--- src/rtl/uart_tx_pkg.sv ---
package uart_tx_pkg;

  // Frame format as seen by the shifter at load time.
  typedef struct packed {
    logic       parity_en;
    logic       parity_odd;
    logic [1:0] wlen;
  } tx_fmt_t;

  // Data bits per frame: code 0 selects the shortest word, code 3 the full width.
  function automatic int wlen_bits(input logic [1:0] code, input int max_bits);
    return max_bits - 3 + int'(code);
  endfunction

endpackage

--- src/rtl/uart_tx_cts_sync.sv ---
module uart_tx_cts_sync #(
  parameter int STAGES = 2
) (
  input  logic clk,
  input  logic rst_n,
  input  logic cts_n_async,
  output logic cts_ok
);

  logic [STAGES-1:0] chain_q;

  // Reset to the inactive level so nothing is released before a real sample.
  generate
    for (genvar g = 0; g < STAGES; g++) begin : g_stage
      if (g == 0) begin : g_first
        always_ff @(posedge clk or negedge rst_n) begin
          if (!rst_n) chain_q[g] <= 1'b1;
          else        chain_q[g] <= cts_n_async;
        end
      end else begin : g_next
        always_ff @(posedge clk or negedge rst_n) begin
          if (!rst_n) chain_q[g] <= 1'b1;
          else        chain_q[g] <= chain_q[g-1];
        end
      end
    end
  endgenerate

  assign cts_ok = ~chain_q[STAGES-1];

endmodule

--- src/rtl/uart_tx_hold.sv ---
module uart_tx_hold #(
  parameter int DATA_W = 8
) (
  input  logic              clk,
  input  logic              rst_n,
  input  logic              wr_valid,
  input  logic [DATA_W-1:0] wr_data,
  output logic              wr_ready,
  input  logic              pop,
  output logic [DATA_W-1:0] hold_data,
  output logic              hold_full
);

  logic              full_q;
  logic [DATA_W-1:0] data_q;
  logic              accept;

  assign wr_ready  = ~full_q;
  assign accept    = wr_valid & ~full_q;
  assign hold_data = data_q;
  assign hold_full = full_q;

  always_ff @(posedge clk or negedge rst_n) begin
    if (!rst_n) begin
      full_q <= 1'b0;
      data_q <= '0;
    end else if (accept) begin
      full_q <= 1'b1;
      data_q <= wr_data;
    end else if (pop) begin
      full_q <= 1'b0;
    end
  end


  hold_keep_chk: assert property (@(posedge clk) disable iff (!rst_n)
    full_q && !pop |=> full_q && $stable(data_q));


  pop_full_chk: assert property (@(posedge clk) disable iff (!rst_n)
    pop |-> full_q);

endmodule

--- src/rtl/uart_tx_frame_shift.sv ---
module uart_tx_frame_shift
  import uart_tx_pkg::*;
#(
  parameter int DATA_W     = 8,
  parameter int OVERSAMPLE = 16
) (
  input  logic              clk,
  input  logic              rst_n,
  input  logic              tick_en,
  input  logic              load,
  input  logic [DATA_W-1:0] load_data,
  input  tx_fmt_t           fmt,
  output logic              busy,
  output logic              txd
);

  localparam int FRAME_W = DATA_W + 3;
  localparam int CNT_W   = (OVERSAMPLE > 1) ? $clog2(OVERSAMPLE) : 1;
  localparam int LEN_W   = $clog2(FRAME_W + 1);
  localparam logic [CNT_W-1:0] CNT_LAST = CNT_W'(OVERSAMPLE - 1);
  localparam logic [LEN_W-1:0] LEN_ONE  = LEN_W'(1);

  logic [FRAME_W-1:0] frame_vec, sreg_q;
  logic [LEN_W-1:0]   frame_len, left_q;
  logic [CNT_W-1:0]   tick_q;
  logic               busy_q;
  logic               bit_end;
  int                 nb;
  logic               par;

  // Build the whole frame once, at load time, from the current format.
  always_comb begin
    nb        = wlen_bits(fmt.wlen, DATA_W);
    par       = fmt.parity_odd;
    frame_vec = '1;
    frame_vec[0] = 1'b0;
    for (int i = 0; i < DATA_W; i++) begin
      if (i < nb) begin
        frame_vec[i+1] = load_data[i];
        par            = par ^ load_data[i];
      end
    end
    for (int j = 1; j < FRAME_W; j++) begin
      if (fmt.parity_en && (j == nb + 1)) frame_vec[j] = par;
    end
    frame_len = LEN_W'(nb + 2 + (fmt.parity_en ? 1 : 0));
  end

  assign bit_end = busy_q & tick_en & (tick_q == CNT_LAST);

  always_ff @(posedge clk or negedge rst_n) begin
    if (!rst_n) begin
      busy_q <= 1'b0;
      sreg_q <= '1;
      left_q <= '0;
      tick_q <= '0;
    end else if (load) begin
      busy_q <= 1'b1;
      sreg_q <= frame_vec;
      left_q <= frame_len;
      tick_q <= '0;
    end else if (busy_q && tick_en) begin
      if (tick_q == CNT_LAST) begin
        tick_q <= '0;
        if (left_q == LEN_ONE) begin
          busy_q <= 1'b0;
        end else begin
          sreg_q <= {1'b1, sreg_q[FRAME_W-1:1]};
          left_q <= left_q - LEN_ONE;
        end
      end else begin
        tick_q <= tick_q + CNT_W'(1);
      end
    end
  end

  assign busy = busy_q;
  assign txd  = busy_q ? sreg_q[0] : 1'b1;


  frame_whole_chk: assert property (@(posedge clk) disable iff (!rst_n)
    busy_q && !(bit_end && left_q == LEN_ONE) |=> busy_q);


  start_bit_chk: assert property (@(posedge clk) disable iff (!rst_n)
    load |=> busy_q && !txd);


  load_idle_chk: assert property (@(posedge clk) disable iff (!rst_n)
    load |-> !busy_q);


  len_range_chk: assert property (@(posedge clk) disable iff (!rst_n)
    busy_q |-> (left_q >= LEN_ONE) && (left_q <= LEN_W'(FRAME_W)));

endmodule

--- src/rtl/uart_tx_flow.sv ---
module uart_tx_flow
  import uart_tx_pkg::*;
#(
  parameter int DATA_W      = 8,
  parameter int OVERSAMPLE  = 16,
  parameter int SYNC_STAGES = 2
) (
  input  logic              clk,
  input  logic              rst_n,
  input  logic              tick_en,
  input  logic              wr_valid,
  output logic              wr_ready,
  input  logic [DATA_W-1:0] wr_data,
  input  logic [1:0]        word_len,
  input  logic              parity_en,
  input  logic              parity_odd,
  input  logic              auto_cts_en,
  input  logic              sw_pause,
  input  logic              cts_n,
  output logic              txd,
  output logic              hold_empty,
  output logic              tx_idle
);

  logic              cts_ok;
  logic              hold_full;
  logic [DATA_W-1:0] hold_data;
  logic              shift_busy;
  logic              gate_open;
  logic              load;
  tx_fmt_t           fmt;

  uart_tx_cts_sync #(.STAGES(SYNC_STAGES)) sync_i (
    .clk         (clk),
    .rst_n       (rst_n),
    .cts_n_async (cts_n),
    .cts_ok      (cts_ok)
  );

  uart_tx_hold #(.DATA_W(DATA_W)) hold_i (
    .clk       (clk),
    .rst_n     (rst_n),
    .wr_valid  (wr_valid),
    .wr_data   (wr_data),
    .wr_ready  (wr_ready),
    .pop       (load),
    .hold_data (hold_data),
    .hold_full (hold_full)
  );

  // Auto gating follows the pin; otherwise only the software pause counts.
  assign gate_open = auto_cts_en ? cts_ok : ~sw_pause;
  assign load      = hold_full & ~shift_busy & gate_open;

  assign fmt.parity_en  = parity_en;
  assign fmt.parity_odd = parity_odd;
  assign fmt.wlen       = word_len;

  uart_tx_frame_shift #(.DATA_W(DATA_W), .OVERSAMPLE(OVERSAMPLE)) shift_i (
    .clk       (clk),
    .rst_n     (rst_n),
    .tick_en   (tick_en),
    .load      (load),
    .load_data (hold_data),
    .fmt       (fmt),
    .busy      (shift_busy),
    .txd       (txd)
  );

  assign hold_empty = ~hold_full;
  assign tx_idle    = ~hold_full & ~shift_busy;


  cts_hold_chk: assert property (@(posedge clk) disable iff (!rst_n)
    auto_cts_en && !cts_ok && hold_full |=> hold_full);


  pause_hold_chk: assert property (@(posedge clk) disable iff (!rst_n)
    !auto_cts_en && sw_pause && hold_full |=> hold_full);


  busy_block_chk: assert property (@(posedge clk) disable iff (!rst_n)
    hold_full && shift_busy |=> hold_full);

endmodule

--- config.mk ---
export PLATFORM = sky130hd
export DESIGN_NAME = uart_tx_flow
export DESIGN_NICKNAME = d
export VERILOG_FILES = /design/src/rtl/uart_tx_pkg.sv /design/src/rtl/uart_tx_cts_sync.sv /design/src/rtl/uart_tx_hold.sv /design/src/rtl/uart_tx_frame_shift.sv /design/src/rtl/uart_tx_flow.sv
export SDC_FILE = /design/constraint.sdc
export NUM_CORES = 1
export LEC_CHECK = 0
export ABC_AREA = 1
export BUFFER_PORTS_ARGS = -buffer_cell sky130_fd_sc_hd__buf_4
export CAP_MARGIN = 5
export CORE_MARGIN = 2
export CORE_UTILIZATION = 55
export CTS_CLUSTER_SIZE = 28
export DETAILED_ROUTE_END_ITERATION = 10
export PLACE_DENSITY_LB_ADDON = 0.3
export SYNTH_ARGS = -nofsm -noshare
export SYNTH_HDL_FRONTEND = slang
export SYNTH_SLANG_ARGS = --single-unit
--- constraint.sdc ---
create_clock -name clk -period 3.1 [get_ports clk]
set_input_delay 0.155 -clock clk [delete_from_list [all_inputs] [get_ports clk]]
set_output_delay 0.155 -clock clk [all_outputs]
set_load 0.02 [all_outputs]
## After elaboration in Yosys (flattened, before gate mapping)

Cells that the tools add are included.
Widths: inputs -> output; s select.

| operators by class | value |
|---|---|
| add/sub/neg operators | 6 |
| order comparisons | 8 |
| equality and inequality tests | 13 |
| mux-type cells | 46 |
| bitwise gates (word level) | 16 |
| reduce and logical (&&, ||, !) cells | 17 |

Operators with widths:

| kind | count |
|---|---|
| $eq 4x32->1 const A | 4 |
| $lt 4x32->1 const A | 4 |
| $eq 5x32->1 const A | 3 |
| $eq 3x32->1 const A | 2 |
| $lt 3x32->1 const A | 2 |
| $mux 11 | 4 |
| $mux 1 | 35 |
| $add 32x2->32 const B | 1 |
| $eq 2x32->1 const A | 1 |
| $lt 1x32->1 const A | 1 |
| $lt 2x32->1 const A | 1 |
| $mux 4 | 7 |
| $logic_and 1x1->1 | 11 |
| $reduce_bool 2->1 | 4 |
| $xor 1x1->1 | 8 |
| $reduce_and 3->1 | 2 |
| $add 3x2->4 const A | 1 |
| $add 4x1->4 const B | 1 |
| $add 4x3->4 const B | 1 |
| $add 4x4->4 | 1 |
| $and 1x1->1 | 4 |
| $eq 4x1->1 const B | 1 |
| $eq 4x4->1 const B | 1 |
| $not 1->1 | 4 |
| other kinds (2) | 2 |

| storage, ports and cells | value |
|---|---|
| flip-flop bits (word level) | 31 |
| input port bits | 19 |
| output and inout bits | 4 |
| logic and storage cells | 114 |

## Longest topological paths before layout

Gate-level depths: netlist of the first run.

| logic depth | value |
|---|---|
| depth in word-level cells | 19 |
| gate-level depth with buffers | 15 |
| mapped depth without buffers | 15 |

## Cells and area by module

Synthesis of the first run repeated with hierarchy kept, for this count alone.

| unflattened totals | value |
|---|---|
| cells, all modules | 271 |
| area total of the unflattened synthesis | 2,005.7 sq um |

By module, submodules not included:

| module | times used | cells an instance | area each (sq um) | sequential area each (sq um) |
|---|---|---|---|---|
| uart_tx_frame_shift | 1 | 220 | 1,537.7 | 514.2 |
| uart_tx_hold | 1 | 38 | 371.6 | 225.2 |
| uart_tx_cts_sync | 1 | 3 | 56.3 | 52.6 |
| uart_tx_flow | 1 | 10 | 40.0 | 0.0 |

## Worst setup path before layout of the first run

OpenSTA, ideal clock, no wires.

| timing | value |
|---|---|
| kind | input port to flip-flop |
| start point | input word_len[0] |
| end point | register shift_i.sreg_q[7] |
| setup time | 73 ps |
| arrival | 1,405 ps |
| data required time | 3,027 ps |
| path slack | 1,622 ps |
| stages | 15 |
| buffers on the path | 0 |
| path through | inv_1 ha_1 inv_1 ha_1 inv_1 nand2_1 nand2_1 nand2_1 nand2_1 nand2_1 inv_1 nand2_4 nand3_1 nand2_1 a21oi_1 |

| between the ends | value |
|---|---|
| cells in the longest elaborated chain, start to end | 19 |
| elaborated cells between the ends (all ways) | 30 |
| those cells by class | add/sub (2); order compare (8); eq/ne (1); mux (11); bitwise (7); reduce/logical (1) |

RTL lines:

| what | line | text |
|---|---|---|
| start, declared | uart_tx_flow.sv:14 | `input logic [1:0] word_len,` |
| $add 3x2->4 * | uart_tx_pkg.sv:12 | `return max_bits - 3 + int'(code);` |
| $lt 1x32->1 | uart_tx_frame_shift.sv:38 | `if (i < nb) begin` |
| $mux 1 | uart_tx_frame_shift.sv:38 |  |
| $xor 1x1->1 | uart_tx_frame_shift.sv:40 | `par = par ^ load_data[i];` |
| $mux 1 | uart_tx_frame_shift.sv:38 |  |
| $xor 1x1->1 | uart_tx_frame_shift.sv:40 |  |
| $mux 1 | uart_tx_frame_shift.sv:38 |  |
| $xor 1x1->1 | uart_tx_frame_shift.sv:40 |  |
| (+3 left out) | -- |  |
| $xor 1x1->1 | uart_tx_frame_shift.sv:40 |  |
| $mux 1 | uart_tx_frame_shift.sv:38 |  |
| $xor 1x1->1 | uart_tx_frame_shift.sv:40 |  |
| $mux 1 | uart_tx_frame_shift.sv:38 |  |
| $xor 1x1->1 | uart_tx_frame_shift.sv:40 |  |
| $mux 1 | uart_tx_frame_shift.sv:38 |  |
| $mux 1 * | uart_tx_frame_shift.sv:44 | `if (fmt.parity_en && (j == nb + 1)) frame_vec[j] = par;` |
| $mux 11 * | uart_tx_frame_shift.sv:57 | `end else if (load) begin` |
| end signal, assigned | uart_tx_frame_shift.sv:59 | `sreg_q <= frame_vec;` |
| end signal, assigned | uart_tx_frame_shift.sv:68 | `sreg_q <= {1'b1, sreg_q[FRAME_W-1:1]};` |
| end, declared | uart_tx_frame_shift.sv:23 | `logic [FRAME_W-1:0] frame_vec, sreg_q;` |

Mark *: on every way between the ends. The rest lies on a longest branch, timed or not.
A chain may end at the register's enable or synchronous reset.

## Final worst setup path of the first run

| timing | value |
|---|---|
| start point | register sync_i.chain_q[1] |
| end point | register shift_i.sreg_q[10] |

| between the ends | value |
|---|---|
| cells in the longest elaborated chain, start to end | 5 |
| elaborated cells between the ends (all ways) | 8 |
| those cells by class | eq/ne (1); mux (2); bitwise (2); reduce/logical (3) |

RTL lines:

| what | line | text |
|---|---|---|
| start, declared | uart_tx_cts_sync.sv:10 | `logic [STAGES-1:0] chain_q;` |
| start signal, assigned by index | uart_tx_cts_sync.sv:23 | `else chain_q[g] <= chain_q[g-1];` |
| $not 1->1 * | uart_tx_cts_sync.sv:29 | `assign cts_ok = ~chain_q[STAGES-1];` |
| $mux 1 * | uart_tx_flow.sv:52 | `assign gate_open = auto_cts_en ? cts_ok : ~sw_pause;` |
| $and 1x1->1 * | uart_tx_flow.sv:53 | `assign load = hold_full & ~shift_busy & gate_open;` |
| $ne 2x2->1 (no source line) / $reduce_bool 2->1 (equally long branches) | -- |  |
| $reduce_and 3->1 (no source line) | -- |  |

Marks and branches as above.

==> summary.txt, run 1 <==
Routing
  – Antenna Nets Post-Route: 0
  – 1st-pass router iterations: 4
  – Initial detailed-routing violation count: 49
  – Vias per cell: a little over 5
  – Routed WL per cell: 11.3 um
  – Final wirelength: 3890 um
  – DRC Markers: 0
  – Via Count: roughly 1700

Power
  – Sequential power share: between 30 and 40%
  – Maximum vdd drop: 0.000486 V
  – Net Sw Frac: a little over two fifths
  – Pwr Total: 1.98 mW
  – Leak Pwr: around 1.2 nW
  – Sw Pwr: 828 uW
  – Comb power frac: between 40% and 50%
  – PwrDens: between 800 and 900 nW/um^2
  – Clock share of power: between 10% and 20%
  – Pint: roughly 1.2 mW

Global routing
  – Total grt overflow: 0
  – All-layer global routing usage: between 20% and 30%
  – First-pass GRT wire length: approximately 6800 um
  – Vias in the first global route: 1602
  – Initial antenna violation count: 0
  – Largest net degree at the start of global routing: 32

Synthesis
  – FFs w/ async S/R, synth: between 90% and 100%
  – Syn Std Cell Area: just over 2000 sq um
  – Mux share of post-synthesis cell area: ~1.1%
  – Synth top area share: between 20 and 25%
  – Yosys warning total: 0
  – Yosys reg bits: 31
  – Yosys top cell by area: dfrtp_1
  – Average cell area after synthesis: between 7 and 8 sq um
  – Commonest cells in the synthesized netlist: 48 x nand2_1, 45 x nor2_1, 36 x inv_1
  – Sequential area share after synthesis: a little under two fifths
  – XOR/XNOR share of the synthesized area: approximately 1.7%
  – Prevailing post-synth register cell: dfrtp_1
  – Compound-gate portion of the synthesized area: about an eighth
  – Synth cell types: 31
  – Count leader, synth: nand2_1
  – Syn nets: about 300
  – Largest cells by area after synthesis: dfrtp_1 22%, dfstp_2 17%, nand2_1 8.7%
  – Mapped Cells: 269
  – Adder-Cell Fraction of Synth Area: roughly 8.5%
  – EDFF count, synth: 0
  – Largest family of logic cells by synthesized area: simple AND/OR/NAND/NOR gates
  – Simple-Gate Fraction of Synth Area: 26.9%

Finish
  – Share of post-route cells with drive strength above 1: 22.4%
  – Area growth, synth to finish: 13.6%
  – Cell Count, Final, Fillers Out: ~340
  – Final Net Count: roughly 330
  – N_diodes: 0

Floorplan
  – Die Width: about 65 um
  – IO Count: 23
  – # rows: 22
  – Core area: about 3600 sq um
  – DIE AREA: between 4000 and 5000 sq um
  – Die Ht: around 65 um
  – Starting Density: 56.8%

CTS
  – Clock sink count: 31
  – CTS tree: done
  – Clock-pin slew on the worst setup and hold paths: about 0.06 ns
  – Total CTS buffers: 5
  – Postcts setup bufs: 0
  – CTS Root Cell: clkbuf_8
  – Worst skew pair latency: between 0.2 and 0.3 ns
  – CTS max path bufs: 2
  – H-tree depth: 2

Timing
  – Tmin final: roughly 1.8 ns
  – Final setup viols: 0
  – Final hold vios: 0
  – Period utilisation layout: 59.6%
  – Clock Skew: around 0.0031 ns
  – Slew headroom: a little under two thirds
  – Pins Over Slew Limit: 0
  – Worst-margin pin slew: approximately 0.55 ns
  – RSZ-0062 raised after global routing: false
  – Setup TNS: 0 ns
  – FMAX: around 0.54 GHz

Min path
  – Worst hold path type: input pin to register

Critical path
  – Crit path launch type: register
  – CP max FO: 30
  – WP data arrival: roughly 2.1 ns
  – CP required: around 3.3 ns
  – CP endpoint kind: register
  – CP Class: register to register

Placement
  – IO Port Bufs: 22
  – GP Congestion: between 0.8 and 0.9
  – DP Wirelength: roughly 2900 um
  – Cells after DPL: between 300 and 400

Outcome
  – Outcome: finished, final reports clean

Flow run
  – Max-Cap Viols: 0
==> cell families (layout without fill, tap and decap cells) <==
| kind of cell | count (synthesis) | after routing |
|---|---|---|
| AOI/OAI and AO/OA | 47 | 47 |
| xor gates and xnor gates | 4 | 4 |
| adders and majority gates | 14 | 14 |
| buffers and inverters | 46 | 72 |
| DFF | 31 | 31 |
| muxes | 2 | 2 |
| and+or+nand+nor | 125 | 125 |
==> critical path, cell delays in order (launching register included) <==
cell      delay, ns
dfstp_2        0.51
inv_1          0.03
nand2_1        0.05
o21ai_0        0.11
nand2_2        0.43
nand2_2        0.14
nand2_4        0.16
inv_6          0.08
nor2_1         0.10
o21bai_1       0.11
inv_1          0.05
==> cell type report <==
type	count	area, sq um
Clock buffer	7	86.3
Clock inverter	1	5.00
Fill cell	340	1290
Inverter	40	155
Multi-Input combinational cell	192	1060
Sequential cell	31	792
Tap cell	48	60.1
Timing Repair Buffer	24	185
==> stage by stage <==
step           hold slack [ns]  setup WS [ns]  cell area, sq um  utilization, %
2_1_floorplan           -0.141           1.62              2060               -
3_3_place_gp             0.112           1.31              2230            61.4
3_5_place_dp             0.111           1.28              2230            61.4
4_1_cts                 0.0931           1.26              2340            64.5
5_1_grt                  0.102           1.13              2340            64.5
6_report                0.0977           1.25              2340            64.5
==> power by group through the flow <==
stage	logic [mW]	registers (mW)	clock network (mW)
after floorplan	0.734	0.742	0
after global placement	0.860	0.776	0
after detailed placement	0.882	0.780	0
after CTS	0.887	0.775	0.335
after global routing	0.999	0.804	0.355
final	0.880	0.777	0.328
==> registers in the layout (all words and copies together), names as in the netlist <==
| name | count |
|---|---|
| hold_i.hold_data | 8 |
| sync_i.chain_q | 2 |
| shift_i.tick_q | 4 |
| hold_i.hold_full | 1 |
| shift_i.busy | 1 |
| shift_i.sreg_q | 11 |
| shift_i.left_q | 4 |
==> per-layer routing <==
metal | track usage (%) | routed length, um | vias up
li1 | - | - | 903
met4 | 7.03 | 54 | 0
met3 | 6.68 | 159 | 5
met2 | 37.1 | 1940 | 34
met1 | 24.6 | 1740 | 800
met5 | 0 | 0 | -
==> path summary, 6_finish.rpt <==
check,from,to,slack [ns],cells after the start
max,sync_i.chain_q[1]$_DFF_PN1_,shift_i.sreg_q[10]$_DFFE_PN1P_,1.25,10
min,wr_data[7],hold_i.hold_data[7]$_DFFE_PN0P_,0.1,2
max reg2reg,sync_i.chain_q[1]$_DFF_PN1_,shift_i.sreg_q[10]$_DFFE_PN1P_,1.25,10
min reg2reg,sync_i.chain_q[0]$_DFF_PN1_,sync_i.chain_q[1]$_DFF_PN1_,0.36,0
max in group asynchronous,rst_n,sync_i.chain_q[0]$_DFF_PN1_,2.45,2
min in group asynchronous,rst_n,shift_i.tick_q[3]$_DFFE_PN0P_,0.33,2
==> timing repair <==
item / 4_1_cts / 5_1_grt
hold endpoints to repair: 19 / 0
hold buffers: 2 / 0
gates resized for setup: 0 / 0
==> cells in the final DEF, fill, tap and decap left out, types with 2 or more instances in the layout <==
cell type      netlist  routed
dfstp_2             13      13
mux2_2               2       2
ha_1                14      14
nand2_1             48      48
nor2_1              45      45
dfrtp_1             18      18
nand4_1              2       2
o21ai_1              6       6
nand2_4              2       2
inv_2                3       3
nand3_1             17      17
nand3_2              2       2
inv_1               36      36
o21ai_0             10      10
dlygate4sd3_1        0       2
a21oi_1             19      19
xor2_1               3       3
buf_4                1      22
a21oi_2              4       4
o21ai_2              2       2
clkbuf_8             0       6
nand2_2              7       7
a31oi_1              2       2
(Power assumes the default switching activity.)
==> inputs of run 2 (changes only) <==
==> constraint.sdc (replaced) <==
create_clock -name clk -period 1.93 [get_ports clk]
set_input_delay 0.0965 -clock clk [delete_from_list [all_inputs] [get_ports clk]]
set_output_delay 0.0965 -clock clk [all_outputs]
set_load 0.02 [all_outputs]
==> run 2 against run 1 <==
Against the previous run:
- first-iteration DRC count grew 120%
- clock-buffer cell count fell by 1
- highest routed layer unchanged
- fmax increased by 16%
- critical path depth decreased by 1
- register-to-register slack lost 0.92 ns
- flip-flop and latch count is the same
- combinational power increased by 65%
- core utilization grew 1.1 points
- non-clock buffer count is 2 higher
- setup slack worse by 0.92 ns
- critical endpoint is now shift_i.left_q[3]$_DFFE_PN0P_
==> summary.txt, run 2 (synthesized netlist as in run 1, its figures left out) <==
Min path
  – Worst hold path type: input pin to register (unchanged)
  – Hold Path Stages: 2 (unchanged)
  – Worst Hold End: hold_i.hold_data[7]$_DFFE_PN0P_ (unchanged)
  – Worst Hold Launch: wr_data[7] (unchanged)

CTS
  – CTS max path bufs: 2 (unchanged)
  – CTS tree: done (unchanged)
  – Total CTS buffers: 5 (unchanged)
  – Worst skew pair latency: 0.29 ns (about the same)
  – Clock-pin slew on the worst setup and hold paths: 0.06 ns (about the same)
  – CTS Root Cell: clkbuf_8 (unchanged)
  – H-tree depth: 2 (unchanged)
  – Clock sink count: 31 (unchanged)

Timing
  – Final setup margin: 0.333 ns (was 1.25 ns)
  – Clock Skew: 0.00594 ns (was 0.00313 ns)
  – Tmin final: 1.60 ns (was 1.85 ns)
  – Period utilisation layout: 82.8% (was 59.6%)
  – Pins Over Slew Limit: 0 (unchanged)
  – Setup TNS: 0 ns (unchanged)
  – Worst-margin pin slew: 0.466 ns (was 0.548 ns)
  – RSZ-0062 raised after global routing: false (unchanged)
  – Slew headroom: 68.8% (was 63.4%)
  – Final setup viols: 0 (unchanged)
  – FMAX: 0.626 GHz (was 0.541 GHz)
  – Min Hold Slack: 0.0366 ns (was 0.0977 ns)
  – Final hold vios: 0 (unchanged)

Global routing
  – All-layer global routing usage: 22.0% (was 21.2%)
  – M2 GR Usage: 36.4% (was 37.1%)
  – GR peak layer: met2 (unchanged)
  – Met3 Usage GRT: 4.11% (was 6.68%)
  – Total grt overflow: 0 (unchanged)
  – Largest net degree at the start of global routing: 32 (unchanged)
  – GR Layer Usage met1: 27.9% (was 24.6%)
  – Vias in the first global route: 1550 (was 1602)
  – First-pass GRT wire length: 7060 um (was 6770 um)
  – Initial antenna violation count: 0 (unchanged)

Floorplan
  – DIE AREA: 4260 sq um (unchanged)
  – IO Count: 23 (unchanged)
  – Starting Density: 56.8% (unchanged)
  – Die Width: 65.3 um (unchanged)
  – # rows: 22 (unchanged)
  – Core area: 3630 sq um (unchanged)
  – Die Ht: 65.3 um (unchanged)

Finish
  – Area growth, synth to finish: 15.6% (was 13.6%)
  – N_diodes: 0 (unchanged)
  – Most flop-heavy register: shift_i.sreg_q (unchanged)
  – Cell Count, Final, Fillers Out: 345 (was 343)
  – Commonest non-fill, non-tap cell in the layout: nand2_1 (unchanged)
  – Share of post-route cells with drive strength above 1: 23.2% (was 22.4%)
  – Final Net Count: 329 (was 327)
  – Most frequent cells in the layout: 48 x nand2_1, 45 x nor2_1, 36 x inv_1 (unchanged)
  – Max reg flops: 11 (unchanged)

Placement
  – Setup Slack @ Placement: 0.183 ns (was 1.28 ns)
  – DP Wirelength: 2980 um (was 2910 um)
  – Cells after DPL: 335 (was 333)
  – IO Port Bufs: 22 (unchanged)
  – GP Congestion: 0.824 (was 0.822)

Routing
  – Initial detailed-routing violation count: 110 (was 49)
  – Antenna Nets Post-Route: 0 (unchanged)
  – Final wirelength: 4080 um (was 3890 um)
  – 1st-pass router iterations: 4 (unchanged)
  – Vias per cell: 4.99 (was 5.08)
  – Via Count: 1721 (was 1742)
  – Routed WL per cell: 11.8 um (was 11.3 um)
  – DRC Markers: 0 (unchanged)

Critical path
  – Crit path launch type: register (unchanged)
  – Critical Path Start: sync_i.chain_q[1]$_DFF_PN1_ (unchanged)
  – Flop-to-flop setup slack: 0.33 ns (was 1.25 ns)
  – R2R Path End: shift_i.left_q[3]$_DFFE_PN0P_ (was shift_i.sreg_q[10]$_DFFE_PN1P_)
  – Worst-case reg-to-reg path depth: 9 (was 10)
  – CP required: 2.15 ns (was 3.32 ns)
  – CP Class: register to register (unchanged)
  – CP max FO: 22 (was 30)
  – WP data arrival: 1.81 ns (was 2.07 ns)
  – RR Startpoint: sync_i.chain_q[1]$_DFF_PN1_ (unchanged)
  – CP endpoint kind: register (unchanged)

Power
  – Leak Pwr: 1.21 nW (was 1.19 nW)
  – PwrDens: 1410 nW/um^2 (was 847 nW/um^2)
  – Pwr Total: 3.36 mW (was 1.98 mW)
  – Maximum vdd drop: 0.000917 V (was 0.000486 V)

Outcome
  – Outcome: finished, final reports clean (unchanged)

Flow run
  – Max-Cap Viols: 0 (unchanged)
## run 2: cell count changes in the layout (fill, tap and decap cells not counted)
cell	previous run	this run
buf_4	22	24
bufinv_16	0	1
clkbuf_1	1	0
## run 2: critical path, stage by stage, from the launching register on
cell and delay (ns):
dfstp_2 0.51, inv_1 0.03, nand2_1 0.04, o21ai_0 0.09
nand2_2 0.18, buf_4 0.28, o21ai_0 0.12, o2bb2ai_1 0.14
nand2_1 0.06, o21ai_1 0.06
## run 2: per-layer routing
metal	up-vias	routed length, um
li1	909	-
met1	776	1800
met2	28	2040
met3	8	156
met4	0	82
met5	-	0
## run 2: metrics by stage
step	util, %	cell area [sq um]
5_1_grt	65.6	2380
3_3_place_gp	61.8	2250
2_1_floorplan	-	2060
6_report	65.6	2380
4_1_cts	65.6	2380
3_5_place_dp	61.8	2250
## run 2: how the worst max path moves through the flow
stage | end | slack, ns
4_1_cts | shift_i.left_q[3]$_DFFE_PN0P_ | 0.33
3_3_place_gp | shift_i.sreg_q[8]$_DFFE_PN1P_ | 0.24
3_5_place_dp | shift_i.sreg_q[8]$_DFFE_PN1P_ | 0.18
2_1_floorplan | shift_i.sreg_q[7]$_DFFE_PN1P_ | 0.51
6_report | shift_i.left_q[3]$_DFFE_PN0P_ | 0.33
5_1_grt | shift_i.left_q[3]$_DFFE_PN0P_ | 0.13
## run 2: repair_timing
item                                   4_1_cts  5_1_grt
hold buffers                                 2        0
setup buffers                                0        0
endpoints found under the hold margin       19        0
resized for setup                            0        0
## run 2: cell type report
type                       instances  area [sq um]
clock inverter                     2          35.0
clock buffer                       6          82.6
multi-input combinational        192          1060
sequential                        31           792
inverter                          40           155
timing repair buffer              26           200
tap                               48          60.1
fill                             324          1250
## run 2: report_power, final
group / total [mW] / switching [mW] / internal (mW)
clock network: 0.671 / 0.254 / 0.417
logic: 1.45 / 0.880 / 0.568
registers: 1.24 / 0.219 / 1.02
